File: config.mk
export PLATFORM = sky130hd
export DESIGN_NAME = frame_rx_parser
export DESIGN_NICKNAME = d
export VERILOG_FILES = /design/src/rtl/frx_pkg.sv /design/src/rtl/frx_crc8.sv /design/src/rtl/frx_payload_ram.sv /design/src/rtl/frx_fsm.sv /design/src/rtl/frame_rx_parser.sv
export SDC_FILE = /design/constraint.sdc
export NUM_CORES = 1
export LEC_CHECK = 0
export BUFFER_PORTS_ARGS = -buffer_cell sky130_fd_sc_hd__clkbuf_2
export CAP_MARGIN = 20
export CORE_MARGIN = 1.5
export CORE_UTILIZATION = 45
export CTS_CLUSTER_SIZE = 28
export DETAILED_ROUTE_END_ITERATION = 12
export PLACE_DENSITY_LB_ADDON = 0.08
export SETUP_SLACK_MARGIN = 0.2
export SLEW_MARGIN = 20
export SYNTH_ARGS = -nofsm -noshare
export SYNTH_HDL_FRONTEND = slang
export SYNTH_HIERARCHICAL = 1
export SYNTH_SLANG_ARGS = --single-unit
File: constraint.sdc
create_clock -name clk -period 2.7 [get_ports clk]
set_clock_uncertainty 0.15 [all_clocks]
set_input_delay 0.54 -clock clk [delete_from_list [all_inputs] [get_ports clk]]
set_output_delay 0.54 -clock clk [all_outputs]
set_load 0.005 [all_outputs]
File: src/rtl/frx_pkg.sv
package frx_pkg;

  typedef enum logic [2:0] {
    ST_HUNT,
    ST_LEN,
    ST_TYPE,
    ST_BODY,
    ST_CHECK
  } frx_state_e;

  // One byte of CRC8, MSB first, no reflection.
  function automatic logic [7:0] crc8_byte(input logic [7:0] crc_in,
                                           input logic [7:0] data,
                                           input logic [7:0] poly);
    logic [7:0] x;
    x = crc_in ^ data;
    for (int b = 0; b < 8; b++) begin
      x = x[7] ? ((x << 1) ^ poly) : (x << 1);
    end
    return x;
  endfunction

endpackage

File: src/rtl/frx_crc8.sv
module frx_crc8 #(
  parameter logic [7:0] POLY = 8'h07,
  parameter logic [7:0] INIT = 8'h00
) (
  input  logic       clk,
  input  logic       rst,
  input  logic       clr,
  input  logic       en,
  input  logic [7:0] din,
  output logic [7:0] crc_o
);
  import frx_pkg::*;

  logic [7:0] crc_q;

  always_ff @(posedge clk) begin
    if (rst || clr) begin
      crc_q <= INIT;
    end else if (en) begin
      crc_q <= crc8_byte(crc_q, din, POLY);
    end
  end

  assign crc_o = crc_q;

  // Clearing and stepping belong to different parser states.
  assert_clr_en_excl_R5: assert property (@(posedge clk) disable iff (rst)
    !(clr && en));

endmodule

File: src/rtl/frx_payload_ram.sv
module frx_payload_ram #(
  parameter int DEPTH = 64,
  parameter int AW    = $clog2(DEPTH)
) (
  input  logic          clk,
  input  logic          we,
  input  logic [AW-1:0] waddr,
  input  logic [7:0]    wdata,
  input  logic [AW-1:0] raddr,
  output logic [7:0]    rdata
);

  logic [7:0] mem [DEPTH];

  // Simple dual port, registered read: maps onto block RAM.
  always_ff @(posedge clk) begin
    if (we) begin
      mem[waddr] <= wdata;
    end
    rdata <= mem[raddr];
  end

endmodule

File: src/rtl/frx_fsm.sv
module frx_fsm #(
  parameter logic [7:0] SYNC_BYTE   = 8'hAA,
  parameter int         MAX_PAYLOAD = 64,
  parameter logic [7:0] ERR_BAD_LEN = 8'h01,
  parameter logic [7:0] ERR_BAD_CRC = 8'h02,
  parameter int         LEN_W       = $clog2(MAX_PAYLOAD + 1),
  parameter int         AW          = $clog2(MAX_PAYLOAD)
) (
  input  logic             clk,
  input  logic             rst,
  input  logic             in_valid,
  input  logic [7:0]       in_byte,
  input  logic [7:0]       crc_q,
  output logic             crc_clr,
  output logic             crc_en,
  output logic             wr_en,
  output logic [AW-1:0]    wr_addr,
  output logic             frm_valid,
  output logic [7:0]       frm_type,
  output logic [LEN_W-1:0] frm_len,
  output logic             nack_valid,
  output logic [7:0]       nack_cmd,
  output logic [7:0]       nack_err
);
  import frx_pkg::*;

  localparam logic [7:0]       MAX_B = 8'(MAX_PAYLOAD);
  localparam logic [LEN_W-1:0] ONE   = LEN_W'(1);

  frx_state_e       state_q, state_d;
  logic [LEN_W-1:0] len_q;
  logic [LEN_W-1:0] idx_q;
  logic [7:0]       type_q;
  logic             too_long;
  logic             last_body;
  logic             crc_ok;

  assign too_long  = in_byte > MAX_B;
  assign last_body = (idx_q + ONE) == len_q;
  assign crc_ok    = in_byte == crc_q;
  assign wr_addr   = idx_q[AW-1:0];

  always_comb begin
    state_d = state_q;
    crc_clr = 1'b0;
    crc_en  = 1'b0;
    wr_en   = 1'b0;
    if (in_valid) begin
      unique case (state_q)
        ST_HUNT: begin
          if (in_byte == SYNC_BYTE) begin
            state_d = ST_LEN;
            crc_clr = 1'b1;
          end
        end
        ST_LEN: begin
          if (too_long) begin
            state_d = ST_HUNT;
          end else begin
            state_d = ST_TYPE;
            crc_en  = 1'b1;
          end
        end
        ST_TYPE: begin
          crc_en  = 1'b1;
          state_d = (len_q == '0) ? ST_CHECK : ST_BODY;
        end
        ST_BODY: begin
          crc_en = 1'b1;
          wr_en  = 1'b1;
          if (last_body) state_d = ST_CHECK;
        end
        ST_CHECK: state_d = ST_HUNT;
        default:  state_d = ST_HUNT;
      endcase
    end
  end

  always_ff @(posedge clk) begin
    if (rst) begin
      state_q    <= ST_HUNT;
      len_q      <= '0;
      idx_q      <= '0;
      type_q     <= '0;
      frm_valid  <= 1'b0;
      frm_type   <= '0;
      frm_len    <= '0;
      nack_valid <= 1'b0;
      nack_cmd   <= '0;
      nack_err   <= '0;
    end else begin
      state_q    <= state_d;
      frm_valid  <= 1'b0;
      nack_valid <= 1'b0;
      if (in_valid) begin
        unique case (state_q)
          ST_LEN: begin
            if (too_long) begin
              nack_valid <= 1'b1;
              nack_cmd   <= 8'h00;
              nack_err   <= ERR_BAD_LEN;
            end else begin
              len_q <= in_byte[LEN_W-1:0];
            end
          end
          ST_TYPE: begin
            type_q <= in_byte;
            idx_q  <= '0;
          end
          ST_BODY: idx_q <= idx_q + ONE;
          ST_CHECK: begin
            if (crc_ok) begin
              frm_valid <= 1'b1;
              frm_type  <= type_q;
              frm_len   <= len_q;
            end else begin
              nack_valid <= 1'b1;
              nack_cmd   <= type_q;
              nack_err   <= ERR_BAD_CRC;
            end
          end
          default: ;
        endcase
      end
    end
  end

  assert_oversize_nack_R3: assert property (@(posedge clk) disable iff (rst)
    (state_q == ST_LEN && in_valid && in_byte > MAX_B) |=>
      (nack_valid && nack_cmd == 8'h00 && nack_err == ERR_BAD_LEN && state_q == ST_HUNT));

  assert_zero_len_skip_R4: assert property (@(posedge clk) disable iff (rst)
    (state_q == ST_TYPE && in_valid && len_q == '0) |=> (state_q == ST_CHECK));

  assert_crc_back_to_hunt_R7: assert property (@(posedge clk) disable iff (rst)
    (state_q == ST_CHECK && in_valid) |=> (state_q == ST_HUNT));

  assert_idle_hold_R9: assert property (@(posedge clk) disable iff (rst)
    !in_valid |=> $stable(state_q));

  assert_body_bound_R11: assert property (@(posedge clk) disable iff (rst)
    (state_q == ST_BODY) |-> (idx_q < len_q));

endmodule

File: src/rtl/frame_rx_parser.sv
module frame_rx_parser #(
  parameter logic [7:0] SYNC_BYTE   = 8'hAA,
  parameter int         MAX_PAYLOAD = 64,
  parameter logic [7:0] CRC_POLY    = 8'h07,
  parameter logic [7:0] ERR_BAD_LEN = 8'h01,
  parameter logic [7:0] ERR_BAD_CRC = 8'h02,
  parameter int         LEN_W       = $clog2(MAX_PAYLOAD + 1),
  parameter int         AW          = $clog2(MAX_PAYLOAD)
) (
  input  logic             clk,
  input  logic             rst,
  input  logic             in_valid,
  input  logic [7:0]       in_byte,
  input  logic [AW-1:0]    pl_raddr,
  output logic             frm_valid,
  output logic [7:0]       frm_type,
  output logic [LEN_W-1:0] frm_len,
  output logic [7:0]       pl_rdata,
  output logic             nack_valid,
  output logic [7:0]       nack_cmd,
  output logic [7:0]       nack_err
);

  logic          crc_clr;
  logic          crc_en;
  logic [7:0]    crc_q;
  logic          wr_en;
  logic [AW-1:0] wr_addr;

  frx_fsm #(
    .SYNC_BYTE   (SYNC_BYTE),
    .MAX_PAYLOAD (MAX_PAYLOAD),
    .ERR_BAD_LEN (ERR_BAD_LEN),
    .ERR_BAD_CRC (ERR_BAD_CRC),
    .LEN_W       (LEN_W),
    .AW          (AW)
  ) u_fsm (
    .clk        (clk),
    .rst        (rst),
    .in_valid   (in_valid),
    .in_byte    (in_byte),
    .crc_q      (crc_q),
    .crc_clr    (crc_clr),
    .crc_en     (crc_en),
    .wr_en      (wr_en),
    .wr_addr    (wr_addr),
    .frm_valid  (frm_valid),
    .frm_type   (frm_type),
    .frm_len    (frm_len),
    .nack_valid (nack_valid),
    .nack_cmd   (nack_cmd),
    .nack_err   (nack_err)
  );

  frx_crc8 #(
    .POLY (CRC_POLY),
    .INIT (8'h00)
  ) u_crc (
    .clk   (clk),
    .rst   (rst),
    .clr   (crc_clr),
    .en    (crc_en),
    .din   (in_byte),
    .crc_o (crc_q)
  );

  frx_payload_ram #(
    .DEPTH (MAX_PAYLOAD),
    .AW    (AW)
  ) u_ram (
    .clk   (clk),
    .we    (wr_en),
    .waddr (wr_addr),
    .wdata (in_byte),
    .raddr (pl_raddr),
    .rdata (pl_rdata)
  );

  assert_strobe_excl_R10: assert property (@(posedge clk) disable iff (rst)
    !(frm_valid && nack_valid));

  assert_frm_pulse_R10: assert property (@(posedge clk) disable iff (rst)
    frm_valid |=> !frm_valid);

  assert_nack_pulse_R10: assert property (@(posedge clk) disable iff (rst)
    nack_valid |=> !nack_valid);

  assert_len_in_range_R11: assert property (@(posedge clk) disable iff (rst)
    frm_valid |-> (int'(frm_len) <= MAX_PAYLOAD));

endmodule

Word level (Yosys, flattened, before mapping)
Memories as Yosys holds them, arrays and structs flattened. A register that Yosys moved wholly into a read port is not among the register bits.
Index checks and enable logic that the tools add are counted.
W data, S select, Z words.
{"block": "totals", "ff_bits": 66, "mem_bits_rw": 512, "inputBits": 17, "output_inout_bits": 41, "mem_count": 1}
{"block": "op_classes", "add_sub_neg": 1, "order_cmp": 1, "eq_ne": 11, "mux": 34, "bitwise": 12, "reduce_logical": 14}
{"memory": "u_ram.mem", "words": 64, "word_bits": 8, "read_ports": 1, "rd_clocked_by_memory_dff": 1, "wr": 1, "line": "frx_payload_ram.sv:13", "rtl": "logic [7:0] mem [DEPTH];"}
{"cell": "$mux W3", "count": 11}
{"cell": "$mux W8", "count": 4}
{"cell": "$pmux W8 S2", "count": 2}
{"cell": "$not A3 Y3", "count": 8}
{"cell": "$pmux W7 S2", "count": 1}
{"cell": "$mux W1", "count": 12}
{"cell": "$pmux W3 S4", "count": 1}
{"cell": "$reduce_and A3 Y1", "count": 3}
{"cell": "$eq A8 B8 Y1", "count": 1}
{"cell": "$eq A8 B8 Y1 const B", "count": 1}
{"cell": "$gt A8 B7 Y1 const B", "count": 1}
{"cell": "$xor A8 B8 Y8", "count": 1}
{"cell": "$add A7 B1 Y7 const B", "count": 1}
{"cell": "$eq A7 B7 Y1", "count": 1}
{"cell": "$logic_not A7 Y1", "count": 1}
{"cell": "$eq A3 B2 Y1 const B", "count": 2}
{"cell": "$ne A2 B1 Y1 const B", "count": 3}
{"cell": "$pmux W1 S2", "count": 2}
{"cell": "$reduce_and A2 Y1", "count": 2}
{"cell": "$reduce_and A4 Y1", "count": 1}
{"cell": "$reduce_bool A2 Y1", "count": 2}
{"cell": "$reduce_or A2 Y1", "count": 2}
{"cell": "$eq A3 B1 Y1 const B", "count": 1}
{"cell": "$eq A3 B3 Y1 const B", "count": 1}
{"cell": "6 further kinds", "count": 8}

Logic depth before layout (Yosys ltp)
Gate-level depths: netlist (run 1).
{"block": "logic_depth", "ltp_word": 17, "mapped_depth": 9, "ltp_nobuf": 7}

Cells and area by module
Netlist (run 1), hierarchy kept.
{"mod": "frx_payload_ram", "n_inst": 1, "cells_per_inst": 940, "area_per_inst_um2": 20166.8, "seq_area_each_um2": 15534.9}
{"mod": "frx_fsm", "n_inst": 1, "cells_per_inst": 290, "area_per_inst_um2": 2528.7, "seq_area_each_um2": 1041.0}
{"mod": "frx_crc8", "n_inst": 1, "cells_per_inst": 56, "area_per_inst_um2": 616.8, "seq_area_each_um2": 160.2}

Least setup slack after synthesis (run 1)
OpenSTA, ideal clock, no wires.
{"block": "synth_timing", "kind": "reg2reg", "start": "register u_fsm.state_q[1]", "end": "memory u_ram.mem[62][0], enable pin", "t_arrival_ps": 1928, "setup_slack_ps": 251, "path_stages_with_launch": 8, "n_path_buf": 1, "period_less_slack_ps": 2449, "path_cell_list": "dfxtp_1 -> clkbuf_1 -> nor2b_1 -> nand3_1 -> inv_1 -> nor2b_1 -> nand3_1 -> nor2_1"}
{"block": "synth_between", "elab_chain_cells": 5}
{"element": "from (decl)", "line": "frx_fsm.sv:30", "rtl": "frx_state_e state_q, state_d;"}
{"element": "from (signal assigned)", "line": "frx_fsm.sv:92", "rtl": "state_q <= state_d;"}
{"element": "$eq A3 B2 Y1", "line": "frx_fsm.sv:49", "rtl": "unique case (state_q)"}
{"element": "$mux W1", "line": "frx_fsm.sv:49"}
{"element": "$mux W1", "line": "frx_fsm.sv:48", "rtl": "if (in_valid) begin"}
{"element": "net wr_en", "line": "frame_rx_parser.sv:27", "rtl": "logic wr_en;"}
{"element": "$mux W1", "line": "frx_payload_ram.sv:17", "rtl": "if (we) begin"}
{"element": "$mux W1 (implied by the code)", "line": "frx_payload_ram.sv:18", "rtl": "mem[waddr] <= wdata;"}
{"element": "to (decl)", "line": "frx_payload_ram.sv:13"}
The timed path passes the listed nets, and every way through them passes these cells.

Worst setup path after layout (run 1)
{"block": "layout_timing", "start": "register u_fsm.state_q[1]", "end": "memory u_ram.mem[56][5], enable pin"}
The elaborated chain is that of the path after synthesis.

==> results of run 1 <==
power by group:
part / switching [mW] / internal, mW / total (mW)
Combinational: 0.530 / 0.392 / 0.922
Sequential: 0.0254 / 9.76 / 9.79
Clock: 3.40 / 5.02 / 8.43
cells in the mapped netlist, types with 8 or more instances:
cell type / count / area (um^2)
mux4_2: 126 / 2838
o21ai_0: 18 / 90.09
buf_2: 16 / 80.08
mux2_2: 14 / 157.7
xnor2_1: 16 / 140.1
o22ai_1: 8 / 50.05
o221ai_1: 8 / 70.07
nor2b_1: 17 / 106.4
nand2b_1: 19 / 118.9
clkbuf_1: 28 / 105.1
nor3_1: 15 / 75.07
a21oi_1: 27 / 135.1
dfxtp_1: 68 / 1361
edfxtp_1: 512 / 15370
mux2i_1: 54 / 540.5
a221oi_1: 8 / 70.07
nand3_1: 19 / 95.09
buf_4: 25 / 187.7
xor2_1: 10 / 87.58
nor2_1: 129 / 484.2
nand2_1: 42 / 157.7
state kept, by name, indices dropped and copies added, names as in the netlist, 3 cells and up:
| name | flops |
|---|---|
| u_fsm/state_q | 3 |
| u_fsm/len_q | 7 |
| u_fsm/frm_type | 8 |
| u_fsm/nack_cmd | 8 |
| u_ram/mem | 512 |
| u_fsm/frm_len | 7 |
| u_crc/crc_o | 8 |
| u_fsm/type_q | 8 |
| u_ram/rdata | 8 |
| u_fsm/idx_q | 7 |
stage by stage:
step	instance area, um^2	power (mW)	hold slack (ns)	worst slack, ns
5_1_grt	27330	19.73	0.1527	0.1421
4_1_cts	27320	19.34	0.1366	0.2142
3_5_place_dp	25300	10.92	0.3116	-0.1401
2_1_floorplan	23330	10.48	0.2936	0.2511
3_3_place_gp	25300	10.91	0.3134	-0.1091
6_report	27330	19.14	0.1729	0.2510
worst register-to-register path: stages, from the launching register on:
cell and delay, ns:
dfxtp_1 0.32, nor2b_1 0.19, nand3_1 0.13, inv_1 0.18, nor2b_2 0.24, nand2_1 0.42
nor2_1 0.28, buf_4 0.22
cells in the final DEF (no fill, tap or decap), types with 4 or more instances in the layout:
cell type | synthesis | final
a211oi_1 | 7 | 7
a21oi_1 | 27 | 27
a221oi_1 | 8 | 8
a22oi_1 | 5 | 5
buf_12 | 2 | 11
buf_4 | 25 | 152
bufinv_16 | 0 | 9
clkbuf_1 | 28 | 13
clkbuf_16 | 0 | 61
clkbuf_2 | 0 | 48
clkinv_1 | 0 | 13
clkinv_2 | 0 | 9
clkinvlp_4 | 0 | 4
conb_1 | 1 | 6
dfxtp_1 | 68 | 67
edfxtp_1 | 512 | 512
inv_1 | 6 | 6
mux2_2 | 14 | 14
mux2i_1 | 54 | 54
mux4_2 | 126 | 126
nand2_1 | 42 | 42
nand2b_1 | 19 | 19
nand3_1 | 19 | 19
nand3b_1 | 6 | 6
nor2_1 | 129 | 129
nor2b_1 | 17 | 16
nor3_1 | 15 | 15
nor4_1 | 4 | 4
o21ai_0 | 18 | 18
o221ai_1 | 8 | 8
o22ai_1 | 8 | 8
o2bb2ai_1 | 4 | 4
or3_1 | 5 | 5
xnor2_1 | 16 | 16
xnor3_1 | 6 | 6
xor2_1 | 10 | 10
area by class of cell:
class,count,area [um^2],share of cell area
clock buffer,75,1589,0.05814
multi-input combinational,623,6082,0.2226
inverter,6,22.52,0.0008241
sequential,580,16740,0.6124
clock inverter,39,429.2,0.01570
tap,680,850.8,0.03113
antenna,1,2.502,0.00009157
timing repair buffer,212,1615,0.05911
kinds of logic after synthesis:
| logic type | Yosys count |
|---|---|
| adders and majority gates | 1 |
| xor gates and xnor gates | 36 |
| and+or+nand+nor | 270 |
| other | 1 |
| buffers and inverters | 88 |
| muxes | 194 |
| DFF | 580 |
| AOI/OAI and AO/OA | 116 |
routing by layer:
layer / part of all wire / routed length (um) / track usage / vias up
met3: 0.049 / 2694 / 0.03854 / 67
met2: 0.49 / 27300 / 0.3514 / 277
li1: - / - / - / 5521
met4: 0.022 / 1210 / 0.05494 / 2
met1: 0.44 / 24240 / 0.2957 / 6487
met5: 0.00022 / 12 / 0 / -
worst paths after layout:
| path | slack (ns) | from | cells after the start | end |
|---|---|---|---|---|
| max | 0.25 | u_fsm/state_q[1] | 7 | u_ram/mem[56][5] |
| min | 0.17 | in_byte[4] | 2 | u_ram/mem[48][4] |
| max reg2reg | 0.25 | u_fsm/state_q[1] | 7 | u_ram/mem[56][5] |
| min reg2reg | 0.32 | u_fsm/nack_err[0] | 2 | u_fsm/nack_err[0] |
timing repair:
item | 4_1_cts | 5_1_grt
hold buffers | 0 | 0
setup endpoints to repair | 0 | 181
resized for setup | 0 | 2
==> metrics.cfg, run 1 <==
[setup_path]
critPathCaptureType=flop
crit_required_ns=2.86
crit_path_top_delay_cell=nand2_1
path_class=flop to flop
worstPathCellList=nor2b_1, nand3_1, inv_1, nor2b_2, nand2_1, nor2_1, buf_4
cpLargestDelayFamily=simple AND/OR/NAND/NOR gates
arrival_ns=2.61
path_buf_inv=2
path_max_fanout=7
cp-start-kind=flop
cp_slowest_stage_delay_ns=0.42

[floorplan]
die_y_um=230.6
core_mm2=0.05130
ioPinCount=58
initial_core_util=0.4544
dieArea_mm2=0.05318
fp.dieW_um=230.6
rows=83

[synthesis]
synthSimpleGateAreaFrac=0.05405
netlist_instances=1286
synth_compound_area_frac=0.03413
synthFlopType=edfxtp_1
synth-edff-count=512
ys_async_sr_fraction=0
avgSynthCellArea_um2=18.13
muxShareOfSynthArea=0.1517
synth_seq_area_share=0.7179
synthAdderAreaFrac=0.0005367
netlist_area_mm2=0.02331
synth_cell_types=62
ys_ff_latch=580
synthXorXnorAreaFrac=0.01916
ys_warn_count=6
synth_top_family_by_area=multiplexers

[layout]
nNetsFinal=1501
syn_to_final_growth_pct=17.23
drive_gt1_frac=0.2977
final_cells=2216
fillers=4178
postLayoutCoreUtil=0.5327

[drt]
avgViaCountPerCell=5.575
num_vias=12350
ant_nets=0
drc=0
wirelength_um=55460
drt_iter0_markers=996
routedWlPerCell_um=25.03
dr.pass1.iters=5

[sta]
hold_viol=0
slew_headroom=0.4179
timing.fmax_ghz=0.4083
grt_setup_unrepaired=yes
setup_viol=0
slew_violations=0
worstMarginPinSlew_ns=0.8720
min_period_ns=2.449
period_share=0.9070
tns_ns=0

[clocking]
clockBufferDepth=3
cts_root_buf=clkbuf_16
clk_pin_slew_worst_paths_ns=0.06
cts_buffers=60
cts_num_sinks=580
htree_levels=2
postCtsSetupRepairBufs=0
insertion_delay_ns=0.62
cts_tree=built

[grt]
grt_use_total=0.2137
grt_pass1_wl_um=82390
grt_max_degree=71
antenna_found_initial=3
gr-total-overflow=0
grt_pass1_vias=12490

[min_path]
hold_class=primary input to flop

[pwr]
p_per_area_mw_per_mm2=700.3
leakagePower_nw=9.263
vdd_drop_max_mv=0.5367

[job]
maxCapViolCount=0

[status]
status=complete, no violations

[placed_design]
dp_hpwl_um=35860
dp_cells=2101
io_buffers=51
gp_congestion=0.7965

Note: power is estimated with default switching activity, not from simulation.
==> run 2: changes to the inputs <==
Settings changed: CORE_ASPECT_RATIO set to 0.5, CORE_UTILIZATION 45 to 57.
Clock period 2.7 ns to 2.6 ns, I/O delays scaled along.
==> metrics.cfg, run 2 (synthesized netlist as in run 1, its figures left out) <==
[setup_path]
reg2reg_to=u_ram/rdata[4]
path_max_fanout=1  ; -6
worstSetupEndpoint=u_ram/rdata[4]
timing.rr.start=u_ram/mem[29][4]
critPathCaptureType=flop
reg2reg_depth=6  ; -1
crit_start=u_ram/mem[29][4]
arrival_ns=2.62  ; about the same
ff2ff_setup_slack_ns=0.27  ; +0.02 ns
crit_required_ns=2.89  ; +0.03 ns
cp-start-kind=flop
path_class=flop to flop

[layout]
drive_gt1_frac=0.3031  ; +0.005409
fillers=2718  ; -35%
syn_to_final_growth_pct=15.83
n_antenna_cell=0  ; -1
largest_register_ffs=512  ; unchanged
final_cell_mix=edfxtp_1, buf_4, nor2_1
top_register=u_ram/mem
final_cells=2074  ; -6.4%
final_common_cell=edfxtp_1
nNetsFinal=1512  ; +0.73%

[floorplan]
die_y_um=146  ; -37%
rows=52  ; -37%
ioPinCount=58  ; unchanged
core_mm2=0.04040  ; -21%
dieArea_mm2=0.04219  ; -21%
initial_core_util=0.5770  ; +0.1226
fp.dieW_um=289.0  ; +25%

[grt]
grt_pass1_vias=12990  ; +4.0%
gr-total-overflow=0  ; unchanged
grt_use_total=0.2676  ; +0.05394
grt_max_degree=67  ; -5.6%
grt_pass1_wl_um=82390  ; about the same
antenna_found_initial=0  ; -3

[clocking]
postCtsSetupRepairBufs=0  ; unchanged
insertion_delay_ns=0.58  ; -0.04 ns
clk_pin_slew_worst_paths_ns=0.07  ; about the same
cts_root_buf=clkbuf_16
htree_levels=2  ; unchanged
clockBufferDepth=3  ; unchanged
cts_buffers=50  ; -17%
cts_num_sinks=580  ; unchanged
postCtsHoldBufs=0  ; unchanged
cts_tree=built

[pwr]
pwr-share-seq=0.539  ; +0.028
switching_share=0.2040  ; -0.002858
leakagePower_nw=9.208  ; -0.60%
power.internal_mw=14.99  ; -1.3%
finalPower_mw=18.83  ; -1.6%
p_switching_mw=3.842  ; -3.0%
p_comb_frac=0.053  ; +0.005
clockPowerShare=0.408  ; -0.032
p_per_area_mw_per_mm2=697.3  ; -0.43%
vdd_drop_max_mv=0.4481  ; -17%

[min_path]
hold_class=primary input to flop
min_path_cells=3  ; +1

[sta]
hold_viol=0  ; unchanged
min_period_ns=2.333  ; -0.1156 ns
setup_viol=0  ; unchanged
timing.fmax_ghz=0.4286  ; +5.0%
slew_violations=0  ; unchanged
period_share=0.8975  ; -0.009563
grt_setup_unrepaired=no
slew_headroom=0.4205  ; +0.002624
fin_hold_ws_ns=0.2314  ; +0.05846 ns
final.setup.worst_slack_ns=0.2666  ; +0.01557 ns
worstMarginPinSlew_ns=0.8681  ; -0.003931 ns
tns_ns=0  ; unchanged

[placed_design]
dp_hpwl_um=36290  ; +1.2%
io_buffers=51  ; unchanged
dp_cells=1982  ; -5.7%
preCtsSetupSlack_ns=-0.3708  ; -0.2306 ns
gp_congestion=0.8687  ; +9.1%

[job]
maxCapViolCount=0  ; unchanged

[status]
status=complete, no violations

[drt]
wirelength_um=54740  ; -1.3%
routedWlPerCell_um=26.39  ; +5.4%
avgViaCountPerCell=6.092  ; +9.3%
ant_nets=0  ; unchanged
drc=0  ; unchanged
drt_iter0_markers=1200  ; +20%
dr.pass1.iters=6  ; +1
num_vias=12640  ; +2.3%

==> run 2: cell count changes in the layout (fill, tap and decap cells not counted), moves of 2 or more <==
cell,before,now
bufinv_16,9,6
nor3_1,15,13
clkbuf_8,2,4
buf_4,152,173
nand2_2,0,2
clkbuf_16,61,53
clkinv_1,13,9
clkinv_4,2,0
nand2_1,42,40
clkinvlp_4,4,1
clkinv_2,9,4
==> run 2: how the worst min path moves through the flow <==
stage / start / slack (ns) / endpoint
2_1_floorplan: u_fsm/type_q[0] / 0.29 / u_fsm/nack_cmd[0]
3_3_place_gp: u_fsm/nack_cmd[0] / 0.32 / u_fsm/nack_cmd[0]
3_5_place_dp: u_fsm/nack_cmd[6] / 0.33 / u_fsm/nack_cmd[6]
4_1_cts: in_valid / 0.20 / u_fsm/state_q[0]
5_1_grt: in_byte[5] / 0.25 / u_ram/mem[22][5]
6_report: in_valid / 0.23 / u_fsm/state_q[0]
==> run 2: worst max-delay path: stages, from the launching register on <==
cell,delay (ns)
edfxtp_1,0.37
mux4_2,0.49
mux2_2,0.30
o221a_2,0.28
nor3_2,0.34
buf_4,0.19
o32ai_1,0.08
==> run 2: timing repair <==
| action | 4_1_cts | 5_1_grt |
|---|---|---|
| hold endpoints to repair | 0 | 0 |
| endpoints found under the setup margin | 114 | 227 |
| cloned | 0 | 0 |
| resized for setup | 4 | 6 |
==> run 2: metrics by stage <==
stage / util / cell area [um^2]
global placement: 0.6257 / 25280
global route: 0.6683 / 27000
detailed placement: 0.6260 / 25290
floorplan: - / 23330
finish: 0.6683 / 27000
CTS: 0.6679 / 26990
==> run 2: routing by layer <==
metal  vias to the layer above  GRT usage  share of wire
met3                        65    0.05611          0.082
met2                       510     0.4233           0.48
li1                       5510          -              -
met4                         0    0.04479          0.013
met5                         -          0              0
met1                      6550     0.3954           0.43
==> run 2: power groups by stage <==
stage          registers [mW]  logic [mW]  clock network (mW)
2_1_floorplan            10.3       0.533                   0
3_3_place_gp             10.4       0.976                   0
3_5_place_dp             10.4       0.997                   0
4_1_cts                  10.2        1.00                7.78
5_1_grt                  10.1        1.06                8.14
6_report                 10.2        1.00                7.68
==> run 2: final cells by class <==
type                       count  area, um^2  area share
inverter                       6       22.52   0.0008340
timing repair buffer         233        1773     0.06566
multi-input combinational    623        6117      0.2265
tap                          540       675.6     0.02502
sequential                   580       16740      0.6198
clock buffer                  71        1428     0.05287
clock inverter                21       250.2    0.009267
